<file path="config.mk">
export PLATFORM = sky130hd
export DESIGN_NAME = adc_code_assembler
export DESIGN_NICKNAME = d
export VERILOG_FILES = /design/src/rtl/adc_code_pkg.sv /design/src/rtl/adc_digit_decode.sv /design/src/rtl/adc_step_accum.sv /design/src/rtl/adc_gain_scale.sv /design/src/rtl/adc_code_assembler.sv
export SDC_FILE = /design/constraint.sdc
export NUM_CORES = 1
export LEC_CHECK = 0
export ABC_AREA = 1
export CORE_MARGIN = 5
export CORE_UTILIZATION = 30
export DETAILED_ROUTE_END_ITERATION = 16
export GPL_TIMING_DRIVEN = 0
export PLACE_DENSITY_LB_ADDON = 0.2
export SETUP_SLACK_MARGIN = 0.5
export SLEW_MARGIN = 0
export SYNTH_ARGS = -nofsm -noshare
export SYNTH_HDL_FRONTEND = slang
export SYNTH_SLANG_ARGS = --single-unit
</file>
<file path="constraint.sdc">
create_clock -name clk_i -period 5.35 [get_ports clk_i]
set_clock_uncertainty 0.15 [all_clocks]
set_input_delay 0.535 -clock clk_i [delete_from_list [all_inputs] [get_ports clk_i]]
set_output_delay 0.535 -clock clk_i [all_outputs]
set_load 0.02 [all_outputs]
</file>
<file path="src/rtl/adc_code_pkg.sv">
package adc_code_pkg;
  typedef enum logic [1:0] {
    GAIN_X1  = 2'd0,
    GAIN_X2  = 2'd1,
    GAIN_X4  = 2'd2,
    GAIN_X4B = 2'd3
  } gain_e;

  function automatic logic [1:0] gain_shift(input logic [1:0] g);
    case (g)
      GAIN_X1: gain_shift = 2'd0;
      GAIN_X2: gain_shift = 2'd1;
      default: gain_shift = 2'd2;
    endcase
  endfunction
endpackage

</file>
<file path="src/rtl/adc_digit_decode.sv">
module adc_digit_decode (
  input  logic       cmp_lo_i,
  input  logic       cmp_hi_i,
  output logic [1:0] digit_o,   // two's complement -1/0/+1
  output logic       invalid_o
);
  always_comb begin
    invalid_o = 1'b0;
    unique case ({cmp_hi_i, cmp_lo_i})
      2'b00: digit_o = 2'b11;
      2'b01: digit_o = 2'b00;
      2'b11: digit_o = 2'b01;
      default: begin
        digit_o   = 2'b00;
        invalid_o = 1'b1;
      end
    endcase
  end
endmodule

</file>
<file path="src/rtl/adc_step_accum.sv">
module adc_step_accum #(
  parameter int unsigned NSTEPS = 13,
  localparam int unsigned CODE_W = NSTEPS + 1,
  localparam int unsigned CNT_W  = $clog2(NSTEPS + 1)
) (
  input  logic              clk_i,
  input  logic              rst_ni,
  input  logic              start_i,
  input  logic              step_i,
  input  logic [1:0]        digit_i,
  output logic              take_o,
  output logic              last_o,
  output logic              busy_o,
  output logic [CODE_W-1:0] code_o    // offset code for the step being taken
);
  localparam logic [CODE_W-1:0] MID = CODE_W'(1) << (CODE_W - 1);
  localparam logic [CNT_W-1:0]  LAST = CNT_W'(NSTEPS - 1);

  logic [CODE_W-1:0] acc_q, acc_next;
  logic [CNT_W-1:0]  cnt_q;
  logic              busy_q;

  assign take_o   = busy_q && step_i && !start_i;
  assign last_o   = take_o && (cnt_q == LAST);
  assign acc_next = {acc_q[CODE_W-2:0], 1'b0} + {{(CODE_W-2){digit_i[1]}}, digit_i};
  assign code_o   = acc_next + MID;
  assign busy_o   = busy_q;

  always_ff @(posedge clk_i or negedge rst_ni) begin
    if (!rst_ni) begin
      acc_q  <= '0;
      cnt_q  <= '0;
      busy_q <= 1'b0;
    end else if (start_i) begin
      acc_q  <= '0;
      cnt_q  <= '0;
      busy_q <= 1'b1;
    end else if (take_o) begin
      acc_q <= acc_next;
      cnt_q <= cnt_q + CNT_W'(1);
      if (last_o) busy_q <= 1'b0;
    end
  end
endmodule

</file>
<file path="src/rtl/adc_gain_scale.sv">
module adc_gain_scale #(
  parameter int unsigned CODE_W    = 14,
  parameter int unsigned OUT_W     = 12,
  parameter int unsigned MAX_SHIFT = 2,
  localparam int unsigned WIDE_W   = CODE_W + MAX_SHIFT,
  localparam int unsigned SH_W     = $clog2(MAX_SHIFT + 1)
) (
  input  logic [CODE_W-1:0] code_i,
  input  logic [SH_W-1:0]   shift_i,
  output logic [OUT_W-1:0]  out_o
);
  logic [WIDE_W-1:0] wide;
  logic [WIDE_W-(CODE_W-OUT_W)-1:0] top;

  assign wide = {{MAX_SHIFT{1'b0}}, code_i} << shift_i;
  assign top  = wide[WIDE_W-1:CODE_W-OUT_W];

  generate
    if (WIDE_W - (CODE_W - OUT_W) > OUT_W) begin : g_sat
      always_comb
        out_o = (|top[$bits(top)-1:OUT_W]) ? {OUT_W{1'b1}} : top[OUT_W-1:0];
    end else begin : g_nosat
      assign out_o = top[OUT_W-1:0];
    end
  endgenerate
endmodule

</file>
<file path="src/rtl/adc_code_assembler.sv">
module adc_code_assembler #(
  parameter int unsigned NSTEPS = 13,
  parameter int unsigned OUT_W  = 12
) (
  input  logic             clk_i,
  input  logic             rst_ni,
  input  logic             start_i,
  input  logic             step_i,
  input  logic             cmp_lo_i,
  input  logic             cmp_hi_i,
  input  logic [1:0]       gain_i,
  output logic             busy_o,
  output logic             valid_o,
  output logic [OUT_W-1:0] result_o,
  output logic             err_o
);
  import adc_code_pkg::*;
  localparam int unsigned CODE_W = NSTEPS + 1;

  logic [1:0]        digit;
  logic              invalid, take, last;
  logic [CODE_W-1:0] code;
  logic [1:0]        gain_q;
  logic [OUT_W-1:0]  scaled;

  adc_digit_decode u_dec (
    .cmp_lo_i (cmp_lo_i),
    .cmp_hi_i (cmp_hi_i),
    .digit_o  (digit),
    .invalid_o(invalid)
  );

  adc_step_accum #(.NSTEPS(NSTEPS)) u_acc (
    .clk_i  (clk_i),
    .rst_ni (rst_ni),
    .start_i(start_i),
    .step_i (step_i),
    .digit_i(digit),
    .take_o (take),
    .last_o (last),
    .busy_o (busy_o),
    .code_o (code)
  );

  adc_gain_scale #(.CODE_W(CODE_W), .OUT_W(OUT_W), .MAX_SHIFT(2)) u_scale (
    .code_i (code),
    .shift_i(gain_shift(gain_q)),
    .out_o  (scaled)
  );

  always_ff @(posedge clk_i or negedge rst_ni) begin
    if (!rst_ni) begin
      gain_q   <= '0;
      valid_o  <= 1'b0;
      result_o <= '0;
      err_o    <= 1'b0;
    end else begin
      valid_o <= last;
      if (start_i) begin
        gain_q <= gain_i;
        err_o  <= 1'b0;
      end else if (take && invalid) begin
        err_o <= 1'b1;
      end
      if (last) result_o <= scaled;
    end
  end
endmodule


</file>
==> metrics.md <==
| Metric | Value |
|---|---|
| Die Span Y | `roughly 100 µm` |
| Syn nets | `389` |
| RSZ-0062 raised after global routing | `no` |
| HP Class | `in -> async` |
| Post-synth ARST share | `between 90% and 100%` |
| Seq/Total Area, Yosys | `33.4%` |
| RePlAce Congestion | `0.938` |
| Row cnt | `33` |
| Inst Count DP | `502` |
| CTS tree | `built` |
| Fillers | `899` |
| Setup_tns | `0 ns` |
| Setup repair bufs after CTS | `0` |
| Synth cell count leaders | `nand2_1, nand3_1, inv_1` |
| Clk root buf | `clkbuf_8` |
| Slew margin rel. | `46.7%` |
| Pin count of the biggest net entering global routing | `35` |
| Arr. time, crit path | `3.07 ns` |
| Via density | `4.74` |
| Crit path required time | `~5.4 ns` |
| DP HPWL | `5450 µm` |
| Worst-Margin Slew | `0.800 ns` |
| Largest area contributor in the netlist | `dfrtp_1` |
| Part of the cycle the worst path needs | `56.8%` |
| Synthesized flop and latch total | `34` |
| Max cap viols | `0` |
| Cells after Synth | `about 380` |
| Initial Util | `30.8%` |
| TritonRoute pass-1 iters | `4` |
| Hold Worst Slack | `0.176 ns` |
| Cts bufs inserted | `5` |
| CP cell instances | `clkdlybuf4s50_1 -> inv_1 -> ha_1 -> buf_6 -> buf_6 -> nand2_1 -> nand2_1 -> ha_1 -> inv_1 -> nand2_1 -> nand3_1 -> nand2_1 -> nand3_1 -> nand3_1 -> nand2_1 -> nand2_2 -> nand2_4 -> nand3_4 -> nor2_2 -> nor2_2` |
| Final setup vio count | `0` |
| Die width | `102 µm` |
| Worst path bufs/invs | `5` |
| Max Freq | `around 330 MHz` |
| DRC viols | `0` |
| Distinct cell type count after synthesis | `31` |
| Via count | `2413` |
| Final nets | `418` |
| Critical Path Max Stage Delay | `0.48 ns` |
| Most frequent CP cell | `nand2_1` |
| Worst-path clk slew | `roughly 0.08 ns` |
| Post-route ant nets | `0` |
| Fin area | `2980 µm²` |
| Crit path time final | `3.04 ns` |
| CTS resizes | `0` |
| IO Pins | `23` |
| Antenna violations before repair | `0` |
| Predominant post-synthesis flop cell | `dfrtp_1` |
| P_leak | `approximately 1.5 nW` |
| CP startpoint kind | `primary input` |
| Hold_buf cts | `0` |
| CP top delay family | `simple AND/OR/NAND/NOR gates` |
| Routed Wire Length | `7020 µm` |
| Final hold vios | `0` |
| Fin util | `36.1%` |
| H-tree depth | `2` |
| Share of layout cells above drive strength 1 | `13.9%` |
| Post-synth EDFFs | `0` |
| Status | `finished clean` |
| Synth warn | `0` |
| Synth Area per Inst | `just under 7 µm²` |
| Worst-Skew Late Latency | `between 0.2 and 0.3 ns` |
| GRT Overall Usage | `14.5%` |
| 1st-iter DRT viols | `between 100 and 150` |
| Top-count cell post-synth | `nand2_1` |
| Area grow syn2layout | `16.9%` |
| Final slew viol count | `0` |
| Drt wl/cell | `13.8 µm` |
| Top-area cell type share of the netlist area | `33.4%` |
| Maximum VDD drop | `96.0 µV` |
| Finished Layout Cells | `509` |
| First-pass GRT wire length | `12000 µm` |
| Port-buffer cells | `22` |
| CP max-delay cell | `clkdlybuf4s50_1` |
| Synthesized area | `2550 µm²` |
| Antenna diodes | `0` |
| Area after DPL | `2890 µm²` |
| Clock buffer depth | `2` |
| Grt total ovfl | `0` |
| CP endpoint kind | `flop` |
| Area contributors post-synth | `dfrtp_1, nand2_1, nand3_1` |
| Core ar. | `about 8300 µm²` |
| Worst-path maximum fanout | `10` |
| PwrDens | `209 nW/µm²` |
| # clock sinks | `34` |
| Die area | `10400 µm²` |
| Worst setup path class | `in -> reg` |
| Number of global-route vias before repair | `2456` |
where the power goes:
group | total, mW | leakage, nW | switching, mW | internal (mW)
combinational | 0.154 | 0.957 | 0.104 | 0.0498
clock | 0.195 | 0.0362 | 0.106 | 0.0890
sequential | 0.274 | 0.463 | 0.00783 | 0.266
total | 0.623 | 1.46 | 0.218 | 0.405
state kept, by name, summed over array words and instances, names as in the netlist:
| register | cells |
|---|---|
| u_acc.cnt_q | 4 |
| u_acc.busy_o | 1 |
| result_o | 12 |
| err_o | 1 |
| u_acc.acc_q | 13 |
| gain_q | 2 |
| valid_o | 1 |
worst paths after layout:
| kind | start | depth (start not counted) | slack (ns) | end |
|---|---|---|---|---|
| max | cmp_hi_i | 20 | 2.31 | result_o[8]$_DFFE_PN0P_ |
| min in group clk_i | u_acc.cnt_q[3]$_DFFE_PN0P_ | 1 | 0.32 | u_acc.cnt_q[3]$_DFFE_PN0P_ |
| min reg2reg | u_acc.cnt_q[3]$_DFFE_PN0P_ | 1 | 0.32 | u_acc.cnt_q[3]$_DFFE_PN0P_ |
| max in group asynchronous | rst_ni | 1 | 4.37 | result_o[8]$_DFFE_PN0P_ |
| min | rst_ni | 1 | 0.18 | u_acc.acc_q[5]$_DFFE_PN0P_ |
| max reg2reg | u_acc.busy_o$_DFFE_PN0P_ | 7 | 2.92 | result_o[8]$_DFFE_PN0P_ |
placed cells by master, fill, tap and decap left out, types with 3 or more instances in the layout:
cell type	synthesis	routed
clkbuf_8	0	5
nor2_2	21	21
dfrtp_1	34	34
inv_1	43	43
a21oi_1	4	4
nor2_1	38	38
nor2_4	4	4
inv_2	3	3
o22ai_1	6	6
o221ai_1	4	4
o21ai_0	14	14
nand2_2	9	9
nand3_1	48	48
nand4_1	6	6
ha_1	6	6
clkdlybuf4s50_1	0	21
nand2_1	111	111
xor2_1	3	3
metrics by stage:
step | power (mW) | setup slack [ns]
floorplan | 0.386 | 2.80
global placement | 0.432 | 2.04
detailed placement | 0.432 | 2.01
CTS | 0.629 | 2.31
global route | 0.658 | 2.08
finish | 0.623 | 2.31
metal layers:
layer | vias to the layer above | track usage, % | wire length, µm | share of wire, %
met5 | - | 0 | 0 | 0
met4 | 0 | 3.33 | 50 | 0.71
met3 | 4 | 2.39 | 204 | 2.9
met2 | 38 | 23.3 | 3240 | 46
met1 | 1120 | 20.5 | 3530 | 50
li1 | 1251 | - | - | -
worst register-to-register path: cells and delay by family (launching register included):
kind | cells | cell delay, ns
flip-flops | 1 | 0.37
AND/OR/NAND/NOR | 6 | 1.46
buffers and inverters | 1 | 0.34
cell type report:
type                       count  area [µm²]  share of cell area (%)
buffer                         7        57.6                    1.93
clock buffer                   5        68.8                    2.31
clock inverter                 2        15.0                   0.504
inverter                      48         180                    6.05
multi-input combinational    286        1460                    49.0
sequential                    34         851                    28.6
tap                          105         131                    4.41
timing repair buffer          22         215                    7.23
kinds of logic after synthesis:
group | after synthesis | share of synthesized area, %
AO/OA/AOI/OAI | 30 | 7.02
AND/OR/NAND/NOR | 246 | 45.9
XOR/XNOR | 4 | 1.38
buffers and inverters | 55 | 9.33
flip-flops | 34 | 33.4
adder cells (fa/ha/maj) | 6 | 2.95
Power figures use the tool's default switching activity.
